**src/rtl/wdt_pkg.sv**
```systemverilog
package wdt_pkg;

    typedef enum logic [1:0] {
        S_RUN  = 2'd0,
        S_HOLD = 2'd1,
        S_BARK = 2'd2
    } wdt_state_e;

    typedef struct packed {
        logic       interval;
        logic       clr;
        logic       use_aux;
        logic [1:0] tap;
    } wdt_ctrl_t;

    localparam int REQ_AUX  = 2;
    localparam int REQ_SUB  = 1;
    localparam int REQ_MAIN = 0;

endpackage

```
**src/rtl/wdt_clk_sel.sv**
```systemverilog
module wdt_clk_sel #(
    parameter int SYNC_STAGES = 2
) (
    input  logic       clk,
    input  logic       rst_n,
    input  logic       use_aux,
    input  logic       req_on,
    input  logic       sub_alive,
    input  logic       aux_alive,
    input  logic       tick_main,
    input  logic       tick_sub,
    input  logic       tick_aux,
    output logic       tick_eff,
    output logic [2:0] clk_req
);
    import wdt_pkg::*;

    localparam int NCH = 2;

    logic [NCH-1:0]         alive_in;
    logic [SYNC_STAGES-1:0] sync_q [NCH];
    logic                   sub_ok;
    logic                   aux_ok;
    logic [2:0]             src_oh;

    assign alive_in = {aux_alive, sub_alive};

    for (genvar g = 0; g < NCH; g++) begin : g_sync
        always_ff @(posedge clk or negedge rst_n) begin
            if (!rst_n) begin
                sync_q[g] <= '1;
            end else begin
                sync_q[g] <= {sync_q[g][SYNC_STAGES-2:0], alive_in[g]};
            end
        end
    end

    assign sub_ok = sync_q[0][SYNC_STAGES-1];
    assign aux_ok = sync_q[1][SYNC_STAGES-1];

    always_comb begin
        src_oh = '0;
        if (use_aux && aux_ok) begin
            tick_eff        = tick_aux;
            src_oh[REQ_AUX] = 1'b1;
        end else if (!use_aux && sub_ok) begin
            tick_eff        = tick_sub;
            src_oh[REQ_SUB] = 1'b1;
        end else begin
            tick_eff         = tick_main;
            src_oh[REQ_MAIN] = 1'b1;
        end
        clk_req = req_on ? src_oh : 3'b000;
    end

    AST_REQ_ONEHOT: assert property (@(posedge clk) disable iff (!rst_n)
        $onehot0(clk_req));

endmodule

```
**src/rtl/wdt_counter.sv**
```systemverilog
module wdt_counter #(
    parameter int CNT_W = 16,
    parameter int TAP0  = 15,
    parameter int TAP1  = 13,
    parameter int TAP2  = 9,
    parameter int TAP3  = 6
) (
    input  logic       clk,
    input  logic       rst_n,
    input  logic       cnt_en,
    input  logic       tick,
    input  logic       clr,
    input  logic [1:0] tap_sel,
    output logic       expire
);

    localparam logic [CNT_W-1:0] ONE = {{(CNT_W-1){1'b0}}, 1'b1};

    logic [CNT_W-1:0] cnt;
    logic [CNT_W-1:0] cnt_nx;
    logic [CNT_W-1:0] tap_mask;

    always_comb begin
        unique case (tap_sel)
            2'd0:    tap_mask = ONE << TAP0;
            2'd1:    tap_mask = ONE << TAP1;
            2'd2:    tap_mask = ONE << TAP2;
            default: tap_mask = ONE << TAP3;
        endcase
        cnt_nx = cnt + ONE;
        expire = cnt_en && tick && !clr && (|(cnt_nx & tap_mask));
    end

    always_ff @(posedge clk or negedge rst_n) begin
        if (!rst_n) begin
            cnt <= '0;
        end else if (clr || expire) begin
            cnt <= '0;
        end else if (cnt_en && tick) begin
            cnt <= cnt_nx;
        end
    end

    AST_CLEAR_ZEROES: assert property (@(posedge clk) disable iff (!rst_n)
        clr |=> (cnt == '0));

    AST_IDLE_FROZEN: assert property (@(posedge clk) disable iff (!rst_n)
        (!clr && !(cnt_en && tick)) |=> $stable(cnt));

endmodule

```
**src/rtl/wdt_ctrl.sv**
```systemverilog
module wdt_ctrl #(
    parameter logic [7:0] KEY = 8'h5A
) (
    input  logic                clk,
    input  logic                rst_n,
    input  logic                wr_en,
    input  logic [15:0]         wr_data,
    input  logic                irq_clr,
    input  logic                expire,
    output wdt_pkg::wdt_ctrl_t  ctrl,
    output logic                cnt_en,
    output logic                cnt_clr,
    output logic                req_on,
    output logic                rst_req,
    output logic                irq_flag
);
    import wdt_pkg::*;

    wdt_state_e state;
    wdt_state_e st_d;
    logic       key_ok;
    logic       wr_ok;
    logic       wr_bad;
    logic       unused_rsvd;

    assign key_ok      = (wr_data[15:8] == KEY);
    assign wr_ok       = wr_en && key_ok && (state != S_BARK);
    assign wr_bad      = wr_en && !key_ok && (state != S_BARK);
    assign unused_rsvd = ^wr_data[6:5];

    always_comb begin
        st_d = state;
        unique case (state)
            S_BARK: st_d = S_RUN;
            S_RUN, S_HOLD: begin
                if (wr_bad || (expire && !ctrl.interval)) begin
                    st_d = S_BARK;
                end else if (wr_ok) begin
                    st_d = wr_data[7] ? S_HOLD : S_RUN;
                end
            end
            default: st_d = S_RUN;
        endcase
    end

    always_ff @(posedge clk or negedge rst_n) begin
        if (!rst_n) begin
            state <= S_RUN;
        end else begin
            state <= st_d;
        end
    end

    always_ff @(posedge clk or negedge rst_n) begin
        if (!rst_n) begin
            ctrl     <= '0;
            irq_flag <= 1'b0;
        end else begin
            if (st_d == S_BARK) begin
                ctrl <= '0;
            end else if (wr_ok) begin
                ctrl <= '{interval: wr_data[4], clr: wr_data[3],
                          use_aux: wr_data[2], tap: wr_data[1:0]};
            end else begin
                ctrl.clr <= 1'b0;
            end
            if (expire && ctrl.interval) begin
                irq_flag <= 1'b1;
            end else if (irq_clr) begin
                irq_flag <= 1'b0;
            end
        end
    end

    always_comb begin
        rst_req = (state == S_BARK);
        cnt_en  = (state == S_RUN);
        cnt_clr = ctrl.clr || (state == S_BARK);
        req_on  = (state == S_RUN) && !ctrl.interval;
    end

    AST_BAD_KEY_BARKS: assert property (@(posedge clk) disable iff (!rst_n)
        wr_bad |=> rst_req);

    AST_BARK_ONE_CYCLE: assert property (@(posedge clk) disable iff (!rst_n)
        rst_req |=> (!rst_req && state == S_RUN && ctrl == '0));

    AST_FLAG_STICKY: assert property (@(posedge clk) disable iff (!rst_n)
        (irq_flag && !irq_clr) |=> irq_flag);

    AST_INTERVAL_NO_RESET: assert property (@(posedge clk) disable iff (!rst_n)
        (expire && ctrl.interval && !wr_bad) |=> !rst_req);

endmodule

```
**src/rtl/wdt_failsafe_top.sv**
```systemverilog
module wdt_failsafe_top #(
    parameter int         CNT_W       = 16,
    parameter logic [7:0] KEY         = 8'h5A,
    parameter int         SYNC_STAGES = 2,
    parameter int         TAP0        = 15,
    parameter int         TAP1        = 13,
    parameter int         TAP2        = 9,
    parameter int         TAP3        = 6
) (
    input  logic        clk,
    input  logic        rst_n,
    input  logic        wr_en,
    input  logic [15:0] wr_data,
    input  logic        irq_clr,
    input  logic        tick_main,
    input  logic        tick_sub,
    input  logic        tick_aux,
    input  logic        sub_alive,
    input  logic        aux_alive,
    output logic [2:0]  clk_req,
    output logic        rst_req,
    output logic        irq_flag
);
    import wdt_pkg::*;

    wdt_ctrl_t ctrl;
    logic      cnt_en;
    logic      cnt_clr;
    logic      req_on;
    logic      tick_eff;
    logic      expire;

    wdt_ctrl #(.KEY(KEY)) u_ctrl (
        .clk      (clk),
        .rst_n    (rst_n),
        .wr_en    (wr_en),
        .wr_data  (wr_data),
        .irq_clr  (irq_clr),
        .expire   (expire),
        .ctrl     (ctrl),
        .cnt_en   (cnt_en),
        .cnt_clr  (cnt_clr),
        .req_on   (req_on),
        .rst_req  (rst_req),
        .irq_flag (irq_flag)
    );

    wdt_clk_sel #(.SYNC_STAGES(SYNC_STAGES)) u_clk_sel (
        .clk       (clk),
        .rst_n     (rst_n),
        .use_aux   (ctrl.use_aux),
        .req_on    (req_on),
        .sub_alive (sub_alive),
        .aux_alive (aux_alive),
        .tick_main (tick_main),
        .tick_sub  (tick_sub),
        .tick_aux  (tick_aux),
        .tick_eff  (tick_eff),
        .clk_req   (clk_req)
    );

    wdt_counter #(
        .CNT_W (CNT_W),
        .TAP0  (TAP0),
        .TAP1  (TAP1),
        .TAP2  (TAP2),
        .TAP3  (TAP3)
    ) u_counter (
        .clk     (clk),
        .rst_n   (rst_n),
        .cnt_en  (cnt_en),
        .tick    (tick_eff),
        .clr     (cnt_clr),
        .tap_sel (ctrl.tap),
        .expire  (expire)
    );

    AST_NO_REQ_OUTSIDE_RUN: assert property (@(posedge clk) disable iff (!rst_n)
        (!cnt_en || ctrl.interval) |-> (clk_req == 3'b000));

    AST_RESET_XOR_FLAG_SET: assert property (@(posedge clk) disable iff (!rst_n)
        $rose(irq_flag) |-> !rst_req);

endmodule

```
**config.mk**
```make
export PLATFORM = sky130hd
export DESIGN_NAME = wdt_failsafe_top
export DESIGN_NICKNAME = d
export VERILOG_FILES = /design/src/rtl/wdt_pkg.sv /design/src/rtl/wdt_clk_sel.sv /design/src/rtl/wdt_counter.sv /design/src/rtl/wdt_ctrl.sv /design/src/rtl/wdt_failsafe_top.sv
export SDC_FILE = /design/constraint.sdc
export NUM_CORES = 1
export LEC_CHECK = 0
export BUFFER_PORTS_ARGS = -buffer_cell sky130_fd_sc_hd__buf_4
export CORE_UTILIZATION = 40
export CTS_BUF_LIST = sky130_fd_sc_hd__clkbuf_16
export DETAILED_ROUTE_END_ITERATION = 16
export MAX_ROUTING_LAYER = met4
export SYNTH_ARGS = -nofsm -noshare
export SYNTH_HDL_FRONTEND = slang
export SYNTH_SLANG_ARGS = --single-unit
```
**constraint.sdc**
```tcl
create_clock -name clk -period 2.4 [get_ports clk]
set_input_delay 0.12 -clock clk [delete_from_list [all_inputs] [get_ports clk]]
set_output_delay 0.12 -clock clk [all_outputs]
set_load 0.02 [all_outputs]
```
==> out/qor_table.md, run 1 <==
| Quantity | Value |
|---|---|
| Result of the run | complete, no violations |
| Number of buffers and inverters on the critical path | 1 |
| Number of standard cells after synthesis | 172 |
| Leakage power total | 0.902 nW |
| I/O Buffers | 27 |
| Number of enable flip-flop cells after synthesis | 0 |
| Core region area | 4350 um^2 |
| Total number of clock tree sinks | 28 |
| Die area | 4820 um^2 |
| Cell area after synthesis | 1820 um^2 |
| IO Pins | 30 |
| Sw power | 0.243 mW |
| Vias post-DR | 1461 |
| Hold slack | 135 ps |
| Post-synthesis register bit count | 28 |
| Highest clock frequency the design can meet | 447 MHz |
| DRT Wirelength | 3940 um |
| Clock edge transition at the registers on the reported setup and hold paths | 70 ps |
| Worst setup skew after layout | 4.57 ps |
| Violation count after the first detailed-route iteration | 78 |
| DR vias/cell | 5.60 |
| Layout Utilization | 0.513 |
| Site row count | 24 |
| CTS tree | done |
| Overflow after GRT | 0 |
| Worst reg-to-reg setup slack | 160 ps |
| Asr flop ratio synth | 1.00 |
| Maximum clock insertion buffer count | 2 |
| Part of the total power dissipated in the clock network | 0.372 |
| Number of maximum-capacitance violations | 0 |
| Fraction of layout instances using a drive strength above 1 | 0.325 |
| Global placer's final weighted congestion | 0.808 |
| Area fraction of the dominant cell type after synthesis | 0.331 |
| H-tree levels | 1 |
| Antenna Nets Post-Route | 0 |
| Post-Syn Area per Cell | 10.6 um^2 |
| Nature of the critical path startpoint | register |
| Start-to-end type of the worst setup path | register to register |
| Tightest Hold Check Type | input pin to register |
| Power per cell area | 459 nW/um^2 |
| Combined global-route utilization of all metal layers | 0.179 |
| Endpoint kind of the worst setup timing path | register |
| # nets final | 236 |
| Top delay family on crit path | simple AND/OR/NAND/NOR gates |
| Effective utilization at floorplan | 0.417 |
| Placed wire-length estimate after detailed placement | 2880 um |
| Antenna cells | 0 |
| Yosys warnings | 0 |
| Slowest cell delay on critical path | 500 ps |
| Mapped Nets | 198 |
| Number of different library cells in the post-synthesis netlist | 57 |
| Number of antenna violations at the first check in global routing | 0 |
| Setup repair after global routing missed its margin | no |
| Leading cell types by total area after synthesis | sky130_fd_sc_hd__dfrtp_1 (33%), sky130_fd_sc_hd__dfstp_2 (5.8%), sky130_fd_sc_hd__xnor2_1 (4.8%) |
| Arrival time at the worst endpoint | 2380 ps |
| Required @ worst endpoint | 2550 ps |
| Share of total power consumed by net switching | 0.237 |
| Pre-antenna DRT Iters | 4 |
| Combinational power share | 0.133 |
| Cell-internal power | 0.783 mW |
| Via count of the first global-routing pass | 1426 |
| Source-to-sink clock delay at the later pin of the worst-skew pair | 260 ps |
| DRC viols | 0 |
| Largest vdd supply drop | 0.000285 V |
| Layout overhead on the synthesized area | 23.0% |
| Maximum number of pins on one net before global-route repair | 29 |
| CP Cell Sequence | buf_4 > or3b_2 > o221ai_4 > nor4_1 > xnor2_1 > nor4b_1 |
| Average wire per cell in the routed design | 15.1 um |
| Time the final worst path needs with I/O delays and setup | 2240 ps |
| Final Hold Viols | 0 |
| Critical path fanouts, max | 19 |
| Worst Tran Pin Value | 733 ps |
| Final setup violation count | 0 |
| Library cell used as clock root buffer | sky130_fd_sc_hd__clkbuf_16 |
| Number of pins exceeding their max-slew limit in the final report | 0 |
| Cell at the slowest stage of the critical path | sky130_fd_sc_hd__or3b_2 |
| Part of the Yosys area used for sequential elements | 0.388 |
| Die Y | 69.4 um |
| Global-route wire length before repair | 6770 um |
| Die outline width | 69.4 um |
| Period Utilization, post-route | 0.932 |
| Number of buffers inserted during clock tree synthesis | 3 |
| Dominant synthesized flop cell | sky130_fd_sc_hd__dfrtp_1 |
| Top cell type by total area after synthesis | sky130_fd_sc_hd__dfrtp_1 |
| Relative contribution of sequential cells to total power | 0.495 |
| Slew HR | 0.510 |
[placed cells by master, fill, tap and decap left out, types with 5 or more instances in the layout]
cell | Yosys | final
sky130_fd_sc_hd__nor2b_1 | 5 | 5
sky130_fd_sc_hd__buf_4 | 1 | 33
sky130_fd_sc_hd__nand3_1 | 5 | 5
sky130_fd_sc_hd__nor2_1 | 11 | 11
sky130_fd_sc_hd__mux2_2 | 6 | 6
sky130_fd_sc_hd__inv_1 | 4 | 5
sky130_fd_sc_hd__xnor2_1 | 10 | 10
sky130_fd_sc_hd__nor4b_1 | 9 | 9
sky130_fd_sc_hd__dfrtp_1 | 24 | 24
sky130_fd_sc_hd__nor4_1 | 6 | 6
sky130_fd_sc_hd__nor3_1 | 13 | 13
sky130_fd_sc_hd__nand2_1 | 14 | 14
[final cells by class]
class | instances | area [um^2]
Clock inverter | 1 | 3.75
Inverter | 4 | 15.0
Timing Repair Buffer | 37 | 298
Clock buffer | 3 | 75.1
Multi-Input combinational cell | 136 | 1070
Tap cell | 52 | 65.1
Sequential cell | 28 | 706
Fill cell | 403 | 2120
[worst register-to-register path, cell delays in order (launching register included)]
cell and delay, ps:
sky130_fd_sc_hd__dfrtp_1 380, sky130_fd_sc_hd__buf_4 160, sky130_fd_sc_hd__or3b_2 500, sky130_fd_sc_hd__o221ai_4 490
sky130_fd_sc_hd__nor4_1 140, sky130_fd_sc_hd__xnor2_1 160, sky130_fd_sc_hd__nor4b_1 300
[state kept, by name (all words and copies together), names as in the netlist]
name and cells:
u_clk_sel.aux_ok 1, u_clk_sel.sync_q 2, u_ctrl.ctrl 5, u_clk_sel.sub_ok 1, u_ctrl.state 2, u_ctrl.irq_flag 1, u_counter.cnt 16
[stage by stage]
| step | setup TNS [ps] | cell area [um^2] | worst slack [ps] | cells | power, mW |
|---|---|---|---|---|---|
| after global placement | 0 | 2100 | 40.5 | 253 | 0.645 |
| after detailed placement | -46.2 | 2100 | -26.2 | 253 | 0.649 |
| final | 0 | 2230 | 164 | 261 | 1.03 |
| after CTS | 0 | 2210 | 60.9 | 260 | 1.04 |
| after floorplan | 0 | 1820 | 461 | 172 | 0.587 |
| after global routing | 0 | 2230 | 25.3 | 261 | 1.07 |
[power by group through the flow]
stage                     Sequential, mW  Clock (mW)  Combinational, mW
after floorplan                    0.514           0             0.0726
after global placement             0.515           0              0.130
after detailed placement           0.516           0              0.133
after CTS                          0.508       0.391              0.139
after global routing               0.510       0.413              0.151
final                              0.508       0.382              0.137
[routing by layer]
metal | GRT usage | routed length (um)
met1 | 0.238 | 1880
met2 | 0.279 | 1890
met3 | 0.0363 | 131
met4 | 0.0476 | 34
met5 | - | 0
[cells in the mapped netlist (3+ instances only)]
cell	number
sky130_fd_sc_hd__dfrtp_1	24
sky130_fd_sc_hd__nand2_1	14
sky130_fd_sc_hd__nor3_1	13
sky130_fd_sc_hd__nor2_1	11
sky130_fd_sc_hd__xnor2_1	10
sky130_fd_sc_hd__nor4b_1	9
sky130_fd_sc_hd__mux2_2	6
sky130_fd_sc_hd__nor4_1	6
sky130_fd_sc_hd__nand3_1	5
sky130_fd_sc_hd__nor2b_1	5
sky130_fd_sc_hd__dfstp_2	4
sky130_fd_sc_hd__inv_1	4
sky130_fd_sc_hd__nor4b_2	4
sky130_fd_sc_hd__or3_1	4
sky130_fd_sc_hd__o21ai_0	3
[cell families after synthesis]
group / count (synthesis) / synth area share
muxes: 8 / 0.0482
xor gates and xnor gates: 11 / 0.0530
and+or+nand+nor: 98 / 0.383
AOI/OAI and AO/OA: 18 / 0.0937
adders and majority gates: 1 / 0.00689
DFF: 28 / 0.388
buffers and inverters: 8 / 0.0269
[worst paths after layout]
kind                                                    start                      endpoint  cells after the start
worst max-delay path                u_ctrl.state[1]$_DFF_PN0_  u_counter.cnt[7]$_DFFE_PN0P_                      6
worst max register to register      u_ctrl.state[1]$_DFF_PN0_  u_counter.cnt[7]$_DFFE_PN0P_                      6
worst min register to register  u_clk_sel.sync_q[2]$_DFF_PN1_    u_clk_sel.sub_ok$_DFF_PN1_                      0
max in group asynchronous                               rst_n    u_clk_sel.aux_ok$_DFF_PN1_                      2
min in group asynchronous                               rst_n  u_counter.cnt[7]$_DFFE_PN0P_                      2
worst min-delay path                               wr_data[3]      u_ctrl.ctrl[3]$_DFF_PN0_                      2
[timing repair]
action | in CTS | in global routing
resized for setup | 1 | 1
hold endpoints to repair | 26 | 0
buffers inserted | 0 | 1
setup endpoints to repair | 8 | 15
pin swaps | 0 | 1
hold buffers | 3 | 0
Power figures use the tool's default switching activity.
==> run 2: changes to the inputs <==
--- a/config.mk
+++ b/config.mk
@@ -6,10 +6,11 @@
 export NUM_CORES = 1
 export LEC_CHECK = 0
 export BUFFER_PORTS_ARGS = -buffer_cell sky130_fd_sc_hd__buf_4
-export CORE_UTILIZATION = 40
+export CORE_UTILIZATION = 45
 export CTS_BUF_LIST = sky130_fd_sc_hd__clkbuf_16
 export DETAILED_ROUTE_END_ITERATION = 16
 export MAX_ROUTING_LAYER = met4
+export PLACE_DENSITY = 0.66
 export SYNTH_ARGS = -nofsm -noshare
 export SYNTH_HDL_FRONTEND = slang
 export SYNTH_SLANG_ARGS = --single-unit
==> run 2 against run 1 <==
Net effect:
- register-to-register slack worse by 20 ps
- worst hold slack better by 6.1 ps
- routed wire length is 2.8% higher
- non-clock buffer count is 2 lower
- largest cell class unchanged
- highest routed layer unchanged
==> out/qor_table.md, run 2 (same netlist as run 1, synthesis figures left out) <==
| Quantity | Value | Delta |
|---|---|---|
| Final Hold Viols | 0 | unchanged |
| Top flop regs | u_counter.cnt (16), u_ctrl.ctrl (5) |  |
| Layout overhead on the synthesized area | 21.7% |  |
| Vias post-DR | 1483 | +1.5% |
| Site row count | 22 | -8.3% |
| Antenna Nets Post-Route | 0 | unchanged |
| Fraction of layout instances using a drive strength above 1 | 0.314 | -0.0113 |
| Overflow after GRT | 0 | unchanged |
| Worst setup skew after layout | 4.79 ps | +0.224 ps |
| Result of the run | complete, no violations |  |
| Tightest Hold Check Type | input pin to register |  |
| Violation count after the first detailed-route iteration | 68 | -13% |
| Via count of the first global-routing pass | 1502 | +5.3% |
| Slew HR | 0.513 | +0.00330 |
| Arrival time at the worst endpoint | 2410 ps | +30 ps |
| Register bank with the most flops | u_counter.cnt |  |
| Endpoint kind of the worst setup timing path | register |  |
| Worst Tran Pin Value | 728 ps | -4.94 ps |
| Max reg flops | 16 | unchanged |
| Source-to-sink clock delay at the later pin of the worst-skew pair | 260 ps | about the same |
| Core region area | 3770 um^2 | -13% |
| Die area | 4300 um^2 | -11% |
| Combined global-route utilization of all metal layers | 0.214 | +0.0351 |
| Final setup violation count | 0 | unchanged |
| Leakage power total | 0.888 nW | -1.6% |
| Most common cell after layout, fill and taps aside | sky130_fd_sc_hd__buf_4 |  |
| Time the final worst path needs with I/O delays and setup | 2260 ps | +24.3 ps |
| Required @ worst endpoint | 2550 ps | about the same |
| Die Y | 65.5 um | -5.6% |
| Highest clock frequency the design can meet | 442 MHz | -1.1% |
| H-tree levels | 1 | unchanged |
| Largest vdd supply drop | 0.000370 V | +30% |
| CTS tree | done |  |
| Maximum number of pins on one net before global-route repair | 29 | unchanged |
| Nature of the critical path startpoint | register |  |
| I/O Buffers | 27 | unchanged |
| Antenna cells | 0 | unchanged |
| Fill count | 315 | -22% |
| Period Utilization, post-route | 0.942 | +0.0101 |
| Average wire per cell in the routed design | 15.9 um | +5.3% |
| DRT Wirelength | 4060 um | +2.8% |
| Placed wire-length estimate after detailed placement | 3000 um | +4.3% |
| Global-route wire length before repair | 6930 um | +2.5% |
| Clock edge transition at the registers on the reported setup and hold paths | 70 ps | about the same |
| Maximum clock insertion buffer count | 2 | unchanged |
| Number of antenna violations at the first check in global routing | 0 | unchanged |
| DRC viols | 0 | unchanged |
| Library cell used as clock root buffer | sky130_fd_sc_hd__clkbuf_16 |  |
| Setup repair after global routing missed its margin | no |  |
| # nets final | 234 | -0.85% |
| Pre-antenna DRT Iters | 4 | unchanged |
| Worst setup timing slack at the placement stage | -1.69 ps | +24.5 ps |
| Critical path fanouts, max | 14 | -5 |
| Power per cell area | 463 nW/um^2 | +0.86% |
| Global placer's final weighted congestion | 0.816 | +1.1% |
| Total Power | 1.02 mW | -0.21% |
| IO Pins | 30 | unchanged |
| Commonest cells after routing, fill and taps aside | sky130_fd_sc_hd__buf_4 (31), sky130_fd_sc_hd__dfrtp_1 (24), sky130_fd_sc_hd__nand2_1 (14) |  |
| Die outline width | 65.5 um | -5.6% |
| DR vias/cell | 5.82 | +3.9% |
| Total number of clock tree sinks | 28 | unchanged |
| Number of maximum-capacitance violations | 0 | unchanged |
| Effective utilization at floorplan | 0.482 | +0.0645 |
| Start-to-end type of the worst setup path | register to register |  |
| Number of pins exceeding their max-slew limit in the final report | 0 | unchanged |
| Number of buffers inserted during clock tree synthesis | 3 | unchanged |
| Final Worst Setup Slack | 140 ps | -24.3 ps |
==> run 2: per-layer routing <==
layer	up-vias	share of wire	global-route usage
li1	721	-	-
met1	729	0.45	0.278
met2	31	0.51	0.349
met3	2	0.031	0.0365
met4	0	0.0032	0.0489
met5	-	0	-
==> run 2: final cells by class <==
cell class	instances	area (um^2)	share of cell area
inverters	4	15.0	0.00679
clock inverters	1	3.75	0.00170
flip-flops and latches	28	706	0.319
clock buffers	3	75.1	0.0340
well taps	48	60.1	0.0272
repair buffers	35	283	0.128
multi-input cells	136	1070	0.483
==> run 2: final timing paths <==
path | startpoint | endpoint | slack, ps | cells past startpoint
hold reg to reg | u_clk_sel.sync_q[2]$_DFF_PN1_ | u_clk_sel.sub_ok$_DFF_PN1_ | 360 | 0
setup reg to reg | u_counter.cnt[4]$_DFFE_PN0P_ | u_counter.cnt[10]$_DFFE_PN0P_ | 140 | 7
max in group asynchronous | rst_n | u_clk_sel.sync_q[2]$_DFF_PN1_ | 1790 | 2
setup / recovery | u_counter.cnt[4]$_DFFE_PN0P_ | u_counter.cnt[10]$_DFFE_PN0P_ | 140 | 7
min in group asynchronous | rst_n | u_counter.cnt[14]$_DFFE_PN0P_ | 310 | 2
hold / removal | wr_data[3] | u_ctrl.ctrl[3]$_DFF_PN0_ | 140 | 2
==> run 2: timing repair <==
action	CTS	global route
buffers inserted	0	1
pin swaps	0	2
hold endpoints to repair	26	0
gates resized for setup	1	0
hold buffers	3	0
endpoints found under the setup margin	1	14
==> run 2: report_power, final <==
group          switching (mW)  total (mW)  internal, mW
clock network           0.157       0.381         0.223
registers              0.0183       0.508         0.489
logic                  0.0653       0.136        0.0704
total                   0.241        1.02         0.783
==> run 2: worst max-delay path, cell delays in order, from the launching register on <==
cell and delay (ps):
sky130_fd_sc_hd__dfrtp_1 440, sky130_fd_sc_hd__nand4_4 130, sky130_fd_sc_hd__buf_4 170, sky130_fd_sc_hd__nor4_4 280
sky130_fd_sc_hd__mux2i_1 500, sky130_fd_sc_hd__nor4b_4 110, sky130_fd_sc_hd__buf_12 190, sky130_fd_sc_hd__nor4b_1 330
==> run 2: stage by stage <==
stage          TNS [ps]  utilization  hold WS (ps)  std cells  instance area, um^2
4_1_cts               0        0.581           140        254                 2190
3_5_place_dp      -1.69        0.550          62.2        247                 2080
6_report              0        0.586           141        255                 2210
3_3_place_gp          0        0.550          53.9        247                 2080
2_1_floorplan         0            -          -176        172                 1820
5_1_grt               0        0.586           132        255                 2210
==> run 3: changes to the inputs <==
--- a/config.mk
+++ b/config.mk
@@ -6,11 +6,13 @@
 export NUM_CORES = 1
 export LEC_CHECK = 0
 export BUFFER_PORTS_ARGS = -buffer_cell sky130_fd_sc_hd__buf_4
+export CORE_MARGIN = 4
 export CORE_UTILIZATION = 45
 export CTS_BUF_LIST = sky130_fd_sc_hd__clkbuf_16
 export DETAILED_ROUTE_END_ITERATION = 16
 export MAX_ROUTING_LAYER = met4
 export PLACE_DENSITY = 0.66
+export SKIP_LAST_GASP = 1
 export SYNTH_ARGS = -nofsm -noshare
 export SYNTH_HDL_FRONTEND = slang
 export SYNTH_SLANG_ARGS = --single-unit
==> constraint.sdc (replaced) <==
create_clock -name clk -period 2.7 [get_ports clk]
set_input_delay 0.135 -clock clk [delete_from_list [all_inputs] [get_ports clk]]
set_output_delay 0.135 -clock clk [all_outputs]
set_load 0.02 [all_outputs]
==> run 3 against run 2 <==
Net effect:
- setup slack better by 340 ps
- via count is 2.8% lower
- global-route usage is 4.1 points lower
- critical path type unchanged
- critical endpoint unchanged
- largest cell class unchanged
- largest power group unchanged
==> out/qor_table.md, run 3 (same netlist as run 1, synthesis figures left out) <==
| Quantity | Value | Delta |
|---|---|---|
| Register bank with the most flops | u_counter.cnt |  |
| Final setup TNS | 0 ps | unchanged |
| Setup repair after global routing missed its margin | no |  |
| Endpoint kind of the worst setup timing path | register |  |
| Final setup violation count | 0 | unchanged |
| I/O Buffers | 27 | unchanged |
| Die Y | 71.5 um | +9.2% |
| Site row count | 22 | unchanged |
| CP Cell Sequence | nand4_4 > nor3_4 > mux2_2 > nor3_4 > nor4b_1 |  |
| Source-to-sink clock delay at the later pin of the worst-skew pair | 260 ps | about the same |
| Tightest Hold Check Type | input pin to register |  |
| Number of post-CTS setup repair buffers | 0 | unchanged |
| Violation count after the first detailed-route iteration | 114 | +68% |
| Layout Utilization | 0.575 | -0.0113 |
| Maximum clock insertion buffer count | 2 | unchanged |
| Die area | 5120 um^2 | +19% |
| CTS tree | done |  |
| Pre-antenna DRT Iters | 5 | +1 |
| Maximum number of pins on one net before global-route repair | 29 | unchanged |
| Max reg flops | 16 | unchanged |
| Effective utilization at floorplan | 0.482 | unchanged |
| Worst Hold Path EP | u_ctrl.ctrl[3]$_DFF_PN0_ |  |
| Worst reg-to-reg setup slack | 480 ps | +340 ps |
| Worst setup startpoint | u_counter.cnt[6]$_DFFE_PN0P_ |  |
| Combined global-route utilization of all metal layers | 0.173 | -0.0407 |
| Cell with the most instances on the worst path | sky130_fd_sc_hd__nor3_4 |  |
| Reg2Reg Launch Point | u_counter.cnt[6]$_DFFE_PN0P_ |  |
| Via count of the first global-routing pass | 1521 | +1.3% |
| Fraction of layout instances using a drive strength above 1 | 0.300 | -0.0135 |
| Fill count | 334 | +6.0% |
| Slowest cell delay on critical path | 570 ps | +70 ps |
| Slew HR | 0.501 | -0.0118 |
| Top flop regs | u_counter.cnt (16), u_ctrl.ctrl (5) |  |
| Global-route wire length before repair | 7090 um | +2.2% |
| Origin of the worst min-delay path | wr_data[3] |  |
| Leakage power total | 0.869 nW | -2.1% |
| Worst Tran Pin Value | 745 ps | +17.7 ps |
| Top delay family on crit path | simple AND/OR/NAND/NOR gates |  |
| Placed wire-length estimate after detailed placement | 2990 um | -0.26% |
| DR vias/cell | 5.75 | -1.2% |
| Number of antenna violations at the first check in global routing | 0 | unchanged |
| Average wire per cell in the routed design | 16.1 um | +1.3% |
| Cell count of the worst hold path | 2 | unchanged |
| Summed area of non-filler cells in the final layout | 2170 um^2 | -1.9% |
| Final Hold Viols | 0 | unchanged |
| Clock edge transition at the registers on the reported setup and hold paths | 70 ps | about the same |
| # nets final | 230 | -1.7% |
| Vias post-DR | 1442 | -2.8% |
| Number of maximum-capacitance violations | 0 | unchanged |
| IO Pins | 30 | unchanged |
| Period Utilization, post-route | 0.823 | -0.118 |
| Number of pins exceeding their max-slew limit in the final report | 0 | unchanged |
| Antenna cells | 0 | unchanged |
| Highest clock frequency the design can meet | 450 MHz | +1.7% |
| Critical path fanouts, max | 14 | unchanged |
| H-tree levels | 1 | unchanged |
| Nature of the critical path startpoint | register |  |
| Required @ worst endpoint | 2810 ps | +260 ps |
| Core region area | 3770 um^2 | unchanged |
| Reg-to-reg endpoint | u_counter.cnt[10]$_DFFE_PN0P_ |  |
| Global placer's final weighted congestion | 0.821 | +0.55% |
| Total number of clock tree sinks | 28 | unchanged |
| Result of the run | complete, no violations |  |
| DRT Wirelength | 4050 um | -0.25% |
| Number of buffers inserted during clock tree synthesis | 3 | unchanged |
| Most common cell after layout, fill and taps aside | sky130_fd_sc_hd__buf_4 |  |
| DRC viols | 0 | unchanged |
| Cell at the slowest stage of the critical path | sky130_fd_sc_hd__nor3_4 |  |
| Start-to-end type of the worst setup path | register to register |  |
| Antenna Nets Post-Route | 0 | unchanged |
| Commonest cells after routing, fill and taps aside | sky130_fd_sc_hd__buf_4 (28), sky130_fd_sc_hd__dfrtp_1 (24), sky130_fd_sc_hd__nand2_1 (14) |  |
| Worst setup skew after layout | 7.83 ps | +3.03 ps |
| Arrival time at the worst endpoint | 2330 ps | -80 ps |
| Area of the multi-input gates | 1070 um^2 | unchanged |
| Cell Area, Placed | 2050 um^2 | -1.1% |
| Power per cell area | 418 nW/um^2 | -9.8% |
| Die outline width | 71.5 um | +9.2% |
| Time the final worst path needs with I/O delays and setup | 2220 ps | -37.2 ps |
| Overflow after GRT | 0 | unchanged |
| Largest vdd supply drop | 0.000405 V | +9.5% |
| Number of buffers and inverters on the critical path | 0 | -2 |
| Sequential cell area | 706 um^2 | unchanged |
| Layout overhead on the synthesized area | 19.4% |  |
| Library cell used as clock root buffer | sky130_fd_sc_hd__clkbuf_16 |  |
| Reg2Reg Depth | 5 | -2 |
run 3: changes by cell type in the layout (fill, tap and decap cells not counted):
cell	delta
sky130_fd_sc_hd__inv_1	+1
sky130_fd_sc_hd__buf_4	-3
sky130_fd_sc_hd__buf_12	-1
sky130_fd_sc_hd__clkinv_1	-1
run 3: worst register-to-register path, delay by kind of cell (launching register included):
kind | cells | cell delay [ps]
flip-flops | 1 | 470
multiplexers | 1 | 420
AND/OR/NAND/NOR | 4 | 1190
run 3: worst max path at each step:
stage,end,cells after the start
finish,u_counter.cnt[10]$_DFFE_PN0P_,5
global route,u_counter.cnt[10]$_DFFE_PN0P_,6
CTS,u_counter.cnt[10]$_DFFE_PN0P_,5
detailed placement,u_counter.cnt[10]$_DFFE_PN0P_,5
global placement,u_counter.cnt[5]$_DFFE_PN0P_,5
floorplan,u_ctrl.state[1]$_DFF_PN0_,5
run 3: final cells by class:
type,instances,share of cell area
clock inverters,1,0.00173
flip-flops and latches,28,0.325
multi-input cells,136,0.493
well taps,48,0.0277
clock buffers,3,0.0346
repair buffers,31,0.111
inverters,4,0.00692
run 3: what timing repair did:
item / 4_1_cts / 5_1_grt
setup endpoints to repair: 0 / 2
hold buffers: 3 / 0
endpoints found under the hold margin: 26 / 0
resized for setup: 0 / 1
run 3: through the flow:
step | std cells | power [mW] | hold WS (ps) | worst slack (ps)
final | 251 | 0.906 | 157 | 477
after global routing | 251 | 0.954 | 149 | 275
after CTS | 251 | 0.919 | 157 | 148
after detailed placement | 244 | 0.574 | 77.1 | 184
after global placement | 244 | 0.569 | 68.9 | 292
after floorplan | 172 | 0.521 | -161 | 761
run 3: metal layers:
metal / routed length, um / GRT usage / share of wire / vias to the layer above
met1: 1820 / 0.219 / 0.45 / 709
met4: 18 / 0.0313 / 0.0044 / 0
met3: 130 / 0.0365 / 0.032 / 2
li1: - / - / - / 711
met5: 0 / - / 0 / -
met2: 2080 / 0.289 / 0.51 / 20
run 3: report_power, final:
| group | total, mW | internal [mW] | switching (mW) |
|---|---|---|---|
| Clock | 0.336 | 0.198 | 0.138 |
| Sequential | 0.453 | 0.435 | 0.0179 |
| Combinational | 0.116 | 0.0599 | 0.0564 |
| Total | 0.906 | 0.693 | 0.212 |
